File: src/rtl/pp_carry_accum.sv
module pp_carry_accum #(
  parameter int N      = 8,
  parameter int WORD_W = 32,
  parameter int PART_W = 47
) (
  input  logic                          clk,
  input  logic                          rst_n,
  input  logic                          start,
  input  logic [(4*N-1)*PART_W-1:0]     si_flat,
  output logic                          busy,
  output logic                          word_valid,
  output logic [$clog2(2*N)-1:0]        word_idx,
  output logic [WORD_W-1:0]             word_out,
  output logic                          done
);
  localparam int HALF_W   = WORD_W / 2;
  localparam int NUM_PART = 4 * N - 1;
  localparam int NUM_OUT  = 2 * N;
  localparam int IDX_W    = $clog2(NUM_OUT);
  localparam int SUM_W    = WORD_W + HALF_W;
  localparam logic [IDX_W-1:0] LAST = IDX_W'(NUM_OUT - 1);

  logic [PART_W-1:0] part [NUM_PART];

  for (genvar k = 0; k < NUM_PART; k++) begin : g_unpack
    assign part[k] = si_flat[k*PART_W +: PART_W];
  end

  logic              busy_q;
  logic [IDX_W-1:0]  w_q;
  logic [HALF_W-1:0] carry_q;

  wire first = (w_q == '0);
  wire last  = (w_q == LAST);

  wire [IDX_W:0] k_even  = {w_q, 1'b0};
  wire [IDX_W:0] k_below = first ? k_even : k_even - (IDX_W+1)'(1);
  wire [IDX_W:0] k_above = last  ? k_even : k_even + (IDX_W+1)'(1);

  wire [PART_W-1:0] below_hi = first ? '0 : (part[k_below] >> HALF_W);
  wire [HALF_W-1:0] above_lo = last  ? '0 : part[k_above][HALF_W-1:0];

  wire [SUM_W-1:0] sum = SUM_W'(part[k_even]) + SUM_W'(below_hi)
                       + SUM_W'({above_lo, carry_q});

  always_ff @(posedge clk) begin
    if (!rst_n) begin
      busy_q     <= 1'b0;
      w_q        <= '0;
      carry_q    <= '0;
      word_valid <= 1'b0;
      word_idx   <= '0;
      word_out   <= '0;
      done       <= 1'b0;
    end else begin
      word_valid <= busy_q;
      done       <= busy_q && last;
      if (busy_q) begin
        word_out <= sum[WORD_W-1:0];
        word_idx <= w_q;
        carry_q  <= sum[SUM_W-1:WORD_W];
        w_q      <= w_q + IDX_W'(1);
        if (last) busy_q <= 1'b0;
      end else if (start) begin
        busy_q  <= 1'b1;
        w_q     <= '0;
        carry_q <= '0;
      end
    end
  end

  assign busy = busy_q;


  valid_follows_busy_chk: assert property (@(posedge clk) disable iff (!rst_n)
    busy_q |=> word_valid);

  idle_quiet_chk: assert property (@(posedge clk) disable iff (!rst_n)
    !busy_q |=> !word_valid);

  idx_step_chk: assert property (@(posedge clk) disable iff (!rst_n)
    (word_valid && !done) |=> (word_valid && word_idx == $past(word_idx) + IDX_W'(1)));

  done_last_chk: assert property (@(posedge clk) disable iff (!rst_n)
    done |-> (word_valid && word_idx == LAST && !busy_q));

  carry_clear_chk: assert property (@(posedge clk) disable iff (!rst_n)
    $rose(busy_q) |-> (carry_q == '0 && w_q == '0));

  start_ignored_chk: assert property (@(posedge clk) disable iff (!rst_n)
    (busy_q && start && !last) |=> (busy_q && w_q == $past(w_q) + IDX_W'(1)));
endmodule

File: config.mk
export PLATFORM = sky130hd
export DESIGN_NAME = pp_carry_accum
export DESIGN_NICKNAME = d
export VERILOG_FILES = /design/src/rtl/pp_carry_accum.sv
export SDC_FILE = /design/constraint.sdc
export NUM_CORES = 1
export LEC_CHECK = 0
export BUFFER_PORTS_ARGS = -buffer_cell sky130_fd_sc_hd__buf_2
export CORE_AREA = 5 5 579 581
export CTS_CLUSTER_SIZE = 12
export DETAILED_ROUTE_END_ITERATION = 8
export DIE_AREA = 0 0 584 586
export GPL_TIMING_DRIVEN = 0
export REMOVE_ABC_BUFFERS = 1
export SYNTH_ARGS = -nofsm -noshare
export SYNTH_HDL_FRONTEND = slang
export SYNTH_SLANG_ARGS = --single-unit
File: constraint.sdc
create_clock -name clk -period 7.33 [get_ports clk]
set_clock_uncertainty 0.15 [all_clocks]
set_input_delay 0.733 -clock clk [delete_from_list [all_inputs] [get_ports clk]]
set_output_delay 0.733 -clock clk [all_outputs]
set_load 0.01 [all_outputs]
==> flow_summary.json, run 1 <==
{
  "p_leak_uw": 0.0126,
  "synthFlopType": "dfxtp_1",
  "relSlewSlack_pct": -0.659,
  "violations": "slew limit",
  "fin_hold_ws_ns": 0.312,
  "finalSetupViolCount": 0,
  "end_kind": "register",
  "postCtsHoldBufs": 0,
  "vdd_ir_drop_max_mv": 0.123,
  "hold_class": "reg2reg",
  "grt_max_degree": 68,
  "grt_pass1_wl_mm": 347,
  "grt_antenna_before_repair": 446,
  "wl_met3_mm": 33.5,
  "rsz0062_at_grt": "no",
  "drt_iter0_markers": 2283,
  "tightest_slew_ns": 1.51,
  "yosys.area_share.simple_pct": 11.8,
  "cts_max_level": 3,
  "clockRootBuffer": "clkbuf_16",
  "cp_data_required_time_ns": 7.45,
  "path_class": "reg2reg",
  "startpoint_type": "register",
  "clkPwrFrac_pct": 10.5,
  "cts_tree": "built",
  "switching_share_pct": 54.8,
  "die-area_sq_um": 342000,
  "post_drt_wl_per_cell_microns": 38.6,
  "synth_compound_area_share_pct": 15.2,
  "maxCapViolations": 0,
  "dp_slack_ns": -2.39,
  "clk_pin_slew_ns": 0.07,
  "power_switching_uw": 2550,
  "dr.max_layer_used": "met5",
  "power_per_cell_area_nw_per_um2": 140,
  "synth-xor-area-share_pct": 1.24,
  "p_seq_share_pct": 9.2,
  "clockBufferDepth": 2,
  "p_comb_share_pct": 80.3,
  "grt-ovfl-total": 0,
  "drive_gt1_share_pct": 63.3,
  "synth_warnings": 0,
  "drc_errors": 0,
  "numClockSinks": 59,
  "die_w_microns": 584,
  "num-nets-final": 4732,
  "p_int_uw": 2100,
  "vias": 26400,
  "boundaryPins": 1499,
  "status": "complete, but fails checks",
  "m1WireLength_mm": 110,
  "dr_wl_met2_mm": 139,
  "die_y_microns": 586,
  "core_sq_um": 329000,
  "finalPower_uw": 4650,
  "tns_ns": 0,
  "syn_inst": 1799,
  "holdPathStages": 2,
  "clock_latency_ns": 0.38,
  "drv_slew": 7,
  "final_antenna_net_count": 0,
  "fin_crit_ns": 7.26,
  "fmax_mhz": 138,
  "cp_max_fo": 19,
  "gp_congestion": 1.04,
  "dpl.cell_count": 7535,
  "avgSynthCellArea_sq_um": 10.2,
  "finalHoldViolations": 0,
  "arrival_ns": 7.37,
  "syn_area_sq_um": 18300,
  "portBuffers": 1498,
  "grt_use_total_pct": 16.5,
  "syn_to_final_growth_pct": 80.8,
  "drt-pass1-iter-count": 5,
  "start_util_pct": 5.56,
  "synth_top_family_by_area": "multiplexers",
  "grt_pass1_vias": 24500,
  "reg2regPathDepth": 24,
  "finalNonFillerCells": 7767,
  "yosys.area_share.adder_pct": 5.89,
  "yosysSeqAreaShare_pct": 6.45,
  "fin_crit_sh_pct": 99.0,
  "synth-edff-count": 0,
  "viasPerCell": 3.40,
  "totalWireLength_mm": 300,
  "ys_seq_elements": 59,
  "synthMuxAreaShare_pct": 52.5,
  "yosysUniqueCellTypes": 80,
  "async_flop_share_pct": 0,
  "dpl.hpwl_mm": 275,
  "timing.final.ws_setup_ns": 0.0746,
  "fp-row-count": 211,
  "numCtsBuffers": 9
}
## Yosys cell counts, types with 27 or more instances
cell / instances / area share [%]
a21oi_1: 117 / 3.2
a311oi_1: 32 / 1.5
buf_2: 61 / 1.7
clkbuf_1: 88 / 1.8
dfxtp_1: 59 / 6.5
fa_1: 32 / 3.5
ha_1: 35 / 2.4
inv_1: 78 / 1.6
mux2i_1: 98 / 5.4
mux4_2: 349 / 43
nand2_1: 215 / 4.4
nand3_1: 56 / 1.5
nor2_1: 96 / 2.0
nor3_1: 29 / 0.79
o211ai_1: 27 / 1.1
o21ai_0: 71 / 1.9
## cell usage in the layout (no fill, tap or decap), drive strengths merged, types with 14 or more instances in the layout
master  Yosys  layout
inv        79      81
o21ai      74      75
fa         32      32
a22oi      14      14
o211ai     27      27
diode       0     191
nand2b     15      15
buf       100    1578
a31oi      20      20
a311oi     32      32
nand2     217     217
a21oi     117     117
nor2       96      96
a211oi     24      24
xnor2      15      15
nor3       29      29
a21o       17      17
ha         35      35
dfxtp      59      59
mux4      373     373
nand3      56      56
o22ai      15      15
mux2i      99      99
## kinds of logic (layout without fill, tap and decap cells)
group | Yosys count | after routing
XOR/XNOR | 26 | 26
flip-flops | 59 | 59
adder cells (fa/ha/maj) | 67 | 67
AO/OA/AOI/OAI | 417 | 419
buffers and inverters | 268 | 1677
AND/OR/NAND/NOR | 478 | 478
other | 0 | 191
multiplexers | 484 | 484
## final cells by class
class | count | area, sq um
Fill cell | 38200 | 296000
Multi-Input combinational cell | 1474 | 16300
Timing Repair Buffer | 1582 | 9080
Tap cell | 4366 | 5460
Sequential cell | 59 | 1200
Antenna cell | 191 | 478
Inverter | 79 | 322
Clock buffer | 10 | 229
Clock inverter | 6 | 71.3
## layer usage
metal | vias to the layer above | GRT usage (%)
met4 | 228 | 6.15
met5 | - | 0
li1 | 10400 | -
met2 | 2288 | 27.9
met1 | 12700 | 18.3
met3 | 864 | 7.26
## worst paths after layout
check,to,start,slack (ns)
max reg2reg,word_out[31],w_q[1],0.07
max,word_out[31],w_q[1],0.07
min,carry_q[3],carry_q[3],0.31
min reg2reg,carry_q[3],carry_q[3],0.31
## state kept, by name, summed over array words and instances, names as in the netlist
signal	cells
done	1
carry_q	16
word_valid	1
w_q	4
busy	1
word_out	32
word_idx	4
## critical path: stages (launching register included)
cell,delay [ns]
dfxtp_4,0.36
buf_16,0.20
buf_16,0.22
clkinv_8,0.13
ha_4,0.22
or3b_4,0.50
nand2_4,0.16
a21boi_4,0.24
buf_12,0.21
buf_12,0.21
mux4_2,0.31
nor2_1,0.10
a31oi_1,0.10
o211ai_1,1.01
fa_2,0.50
inv_1,0.11
ha_4,0.35
o211ai_1,0.14
a21oi_4,0.25
o211ai_1,0.18
and2_2,0.26
a2111o_1,0.49
a211oi_2,0.24
o21ai_0,0.14
a32o_1,0.26
## stage by stage
stage	instance area, sq um	utilization, %
after floorplan	17400	-
after global routing	32900	9.99
after CTS	32400	9.85
final	33100	10.1
after global placement	30300	9.21
after detailed placement	31800	9.66
## power by group through the flow
stage | registers [uW] | clock network (uW) | logic [uW]
floorplan | 519 | 0 | 1780
global placement | 559 | 0 | 3750
detailed placement | 444 | 0 | 3710
finish | 428 | 487 | 3730
CTS | 435 | 506 | 3800
global route | 435 | 505 | 4000
## repair_timing
item / CTS / global route
endpoints found under the setup margin: 43 / 10
pin swaps: 5 / 8
buffers inserted: 13 / 7
gates resized for setup: 40 / 13
cloned: 3 / 3
(Power assumes the default switching activity.)
==> run 2, diff against run 1 <==
- CORE_AREA: 5 5 579 581 -> 5 5 578 580
- DIE_AREA: 0 0 584 586 -> 0 0 583 585
- RECOVER_POWER: unset -> 50
- clock period: 7.33 -> 8.7 ns (I/O delays scaled with it)
==> run 2 against run 1 <==
  * The run ends with capacitance limit, slew limit left
  * Critical path depth shrank 1
  * Die area shrank 0.34%
  * Core utilization shrank 0.097 points
  * Via count shrank 0.35%
  * Critical path type unchanged
  * Critical endpoint is now carry_q[5]
  * Largest cell class unchanged
  * Largest power group unchanged
==> flow_summary.json, run 2 (same netlist as run 1, synthesis figures left out) <==
{
  "status": "complete, but fails checks",
  "violations": "capacitance limit, slew limit",
  "arrival_ns": 8.41,
  "hold_class": "reg2reg",
  "totalWireLength_mm": 307,
  "post_drt_wl_per_cell_microns": 39.3,
  "grt_use_total_pct": 17.1,
  "reg_top3": "word_out: 32 flops, carry_q: 16 flops",
  "drive_gt1_share_pct": 60.9,
  "power_per_cell_area_nw_per_um2": 117,
  "drt-pass1-iter-count": 8,
  "end_kind": "register",
  "numClockSinks": 59,
  "cp_data_required_time_ns": 8.84,
  "regMostFlops": "word_out",
  "fmax_mhz": 121,
  "syn_to_final_growth_pct": 78.8,
  "cp_max_fo": 26,
  "core_sq_um": 329000,
  "die_y_microns": 585,
  "grt_pass1_vias": 24700,
  "dpl.cell_count": 7536,
  "vdd_ir_drop_max_mv": 0.124,
  "rrSetupSlack_ns": 0.42,
  "drc_errors": 0,
  "drv_slew": 50,
  "die-area_sq_um": 341000,
  "finalPower_uw": 3840,
  "path_class": "reg2reg",
  "reg2reg_to": "carry_q[5]",
  "final_antenna_net_count": 0,
  "reg2regPathDepth": 23,
  "hp-start": "carry_q[1]",
  "fin_crit_sh_pct": 95.1,
  "clock_latency_ns": 0.39,
  "viasPerCell": 3.37,
  "min_to": "carry_q[1]",
  "largest_register_ffs": 32,
  "relSlewSlack_pct": -114,
  "grt_antenna_before_repair": 463,
  "p_leak_uw": 0.0123,
  "finalNonFillerCells": 7815,
  "finalSetupViolCount": 0,
  "die_w_microns": 583,
  "drt_iter0_markers": 2303,
  "cts_tree": "built",
  "vias": 26300,
  "fin_crit_ns": 8.28,
  "mostFrequentLayoutCell": "buf_2",
  "holdPathStages": 2,
  "gp_congestion": 1.14,
  "numCtsBuffers": 9,
  "fp-row-count": 211,
  "dpl.hpwl_mm": 283,
  "clk_pin_slew_ns": 0.08,
  "num-nets-final": 4710,
  "start_util_pct": 5.57,
  "r2r_start": "w_q[1]",
  "grt_max_degree": 80,
  "tightest_slew_ns": 3.21,
  "startpoint_type": "register",
  "postCtsHoldBufs": 0,
  "clockRootBuffer": "clkbuf_16",
  "layout_common_cells": "1,459 x buf_2, 349 x mux4_2, 215 x nand2_1",
  "grt-ovfl-total": 0,
  "rsz0062_at_grt": "no",
  "clockBufferDepth": 2,
  "portBuffers": 1498,
  "maxCapViolations": 1,
  "grt_pass1_wl_mm": 356,
  "cts_max_level": 3,
  "finalHoldViolations": 0,
  "boundaryPins": 1499
}
run 2: report_power, final:
group / internal [uW] / leakage (uW) / switching (uW)
registers: 321 / 0.000487 / 48.3
logic: 1180 / 0.0117 / 1910
clock network: 211 / 0.000143 / 175
run 2: what timing repair did:
action / in CTS / in global routing
endpoints found under the setup margin: 32 / 4
cloned: 1 / 0
buffers inserted: 1 / 0
gates resized for setup: 11 / 3
pin swaps: 1 / 0
run 2: critical path, cell delays in order, from the launching register on:
cell	delay, ns
dfxtp_4	0.72
inv_4	0.32
ha_4	0.31
or3b_4	0.65
nand2_1	0.32
o21ai_4	0.40
buf_12	0.28
buf_12	0.21
nand2_1	0.08
a21oi_1	0.33
a311oi_1	0.15
a31oi_1	0.59
a21oi_1	0.41
fa_1	0.59
inv_1	0.09
ha_1	0.44
nand3_1	0.14
o2bb2ai_1	0.20
nor4_1	0.06
o21bai_1	0.24
o21a_1	0.45
o21ai_1	0.25
o311a_1	0.39
a221o_1	0.25
run 2: final cells by class:
type,count,area [sq um]
fill,38200,296000
multi-input combinational,1473,16100
timing repair buffer,1561,8750
tap,4366,5460
sequential,59,1200
antenna,261,653
inverter,79,307
clock buffer,11,254
clock inverter,5,35.0
run 2: how the worst max path moves through the flow:
stage,start,to,depth (start not counted)
floorplan,w_q[0],carry_q[4],18
global placement,w_q[0],carry_q[4],18
detailed placement,w_q[1],carry_q[5],23
CTS,w_q[1],carry_q[5],22
global route,w_q[1],carry_q[5],22
finish,w_q[1],carry_q[5],23
run 2: through the flow:
step	setup TNS, ns	worst slack, ns	util [%]	instance area [sq um]	hold WS [ns]
6_report	0	0.424	9.96	32700	0.311
5_1_grt	0	0.0297	9.87	32500	0.344
4_1_cts	0	0.0517	9.79	32200	0.316
3_5_place_dp	-16.66	-1.14	9.67	31800	0.301
3_3_place_gp	-3341.28	-68.59	9.22	30300	0.289
2_1_floorplan	-1220.59	-24.86	-	17400	0.275
run 2: layer usage:
layer  vias to the layer above  global-route usage, %  part of all wire, %
met5                         -                      0                 0.38
met3                       773                   6.61                   11
met2                      2228                   28.0                   45
li1                      10400                      -                    -
met1                     12800                   20.0                   38
met4                       170                   7.08                  5.2
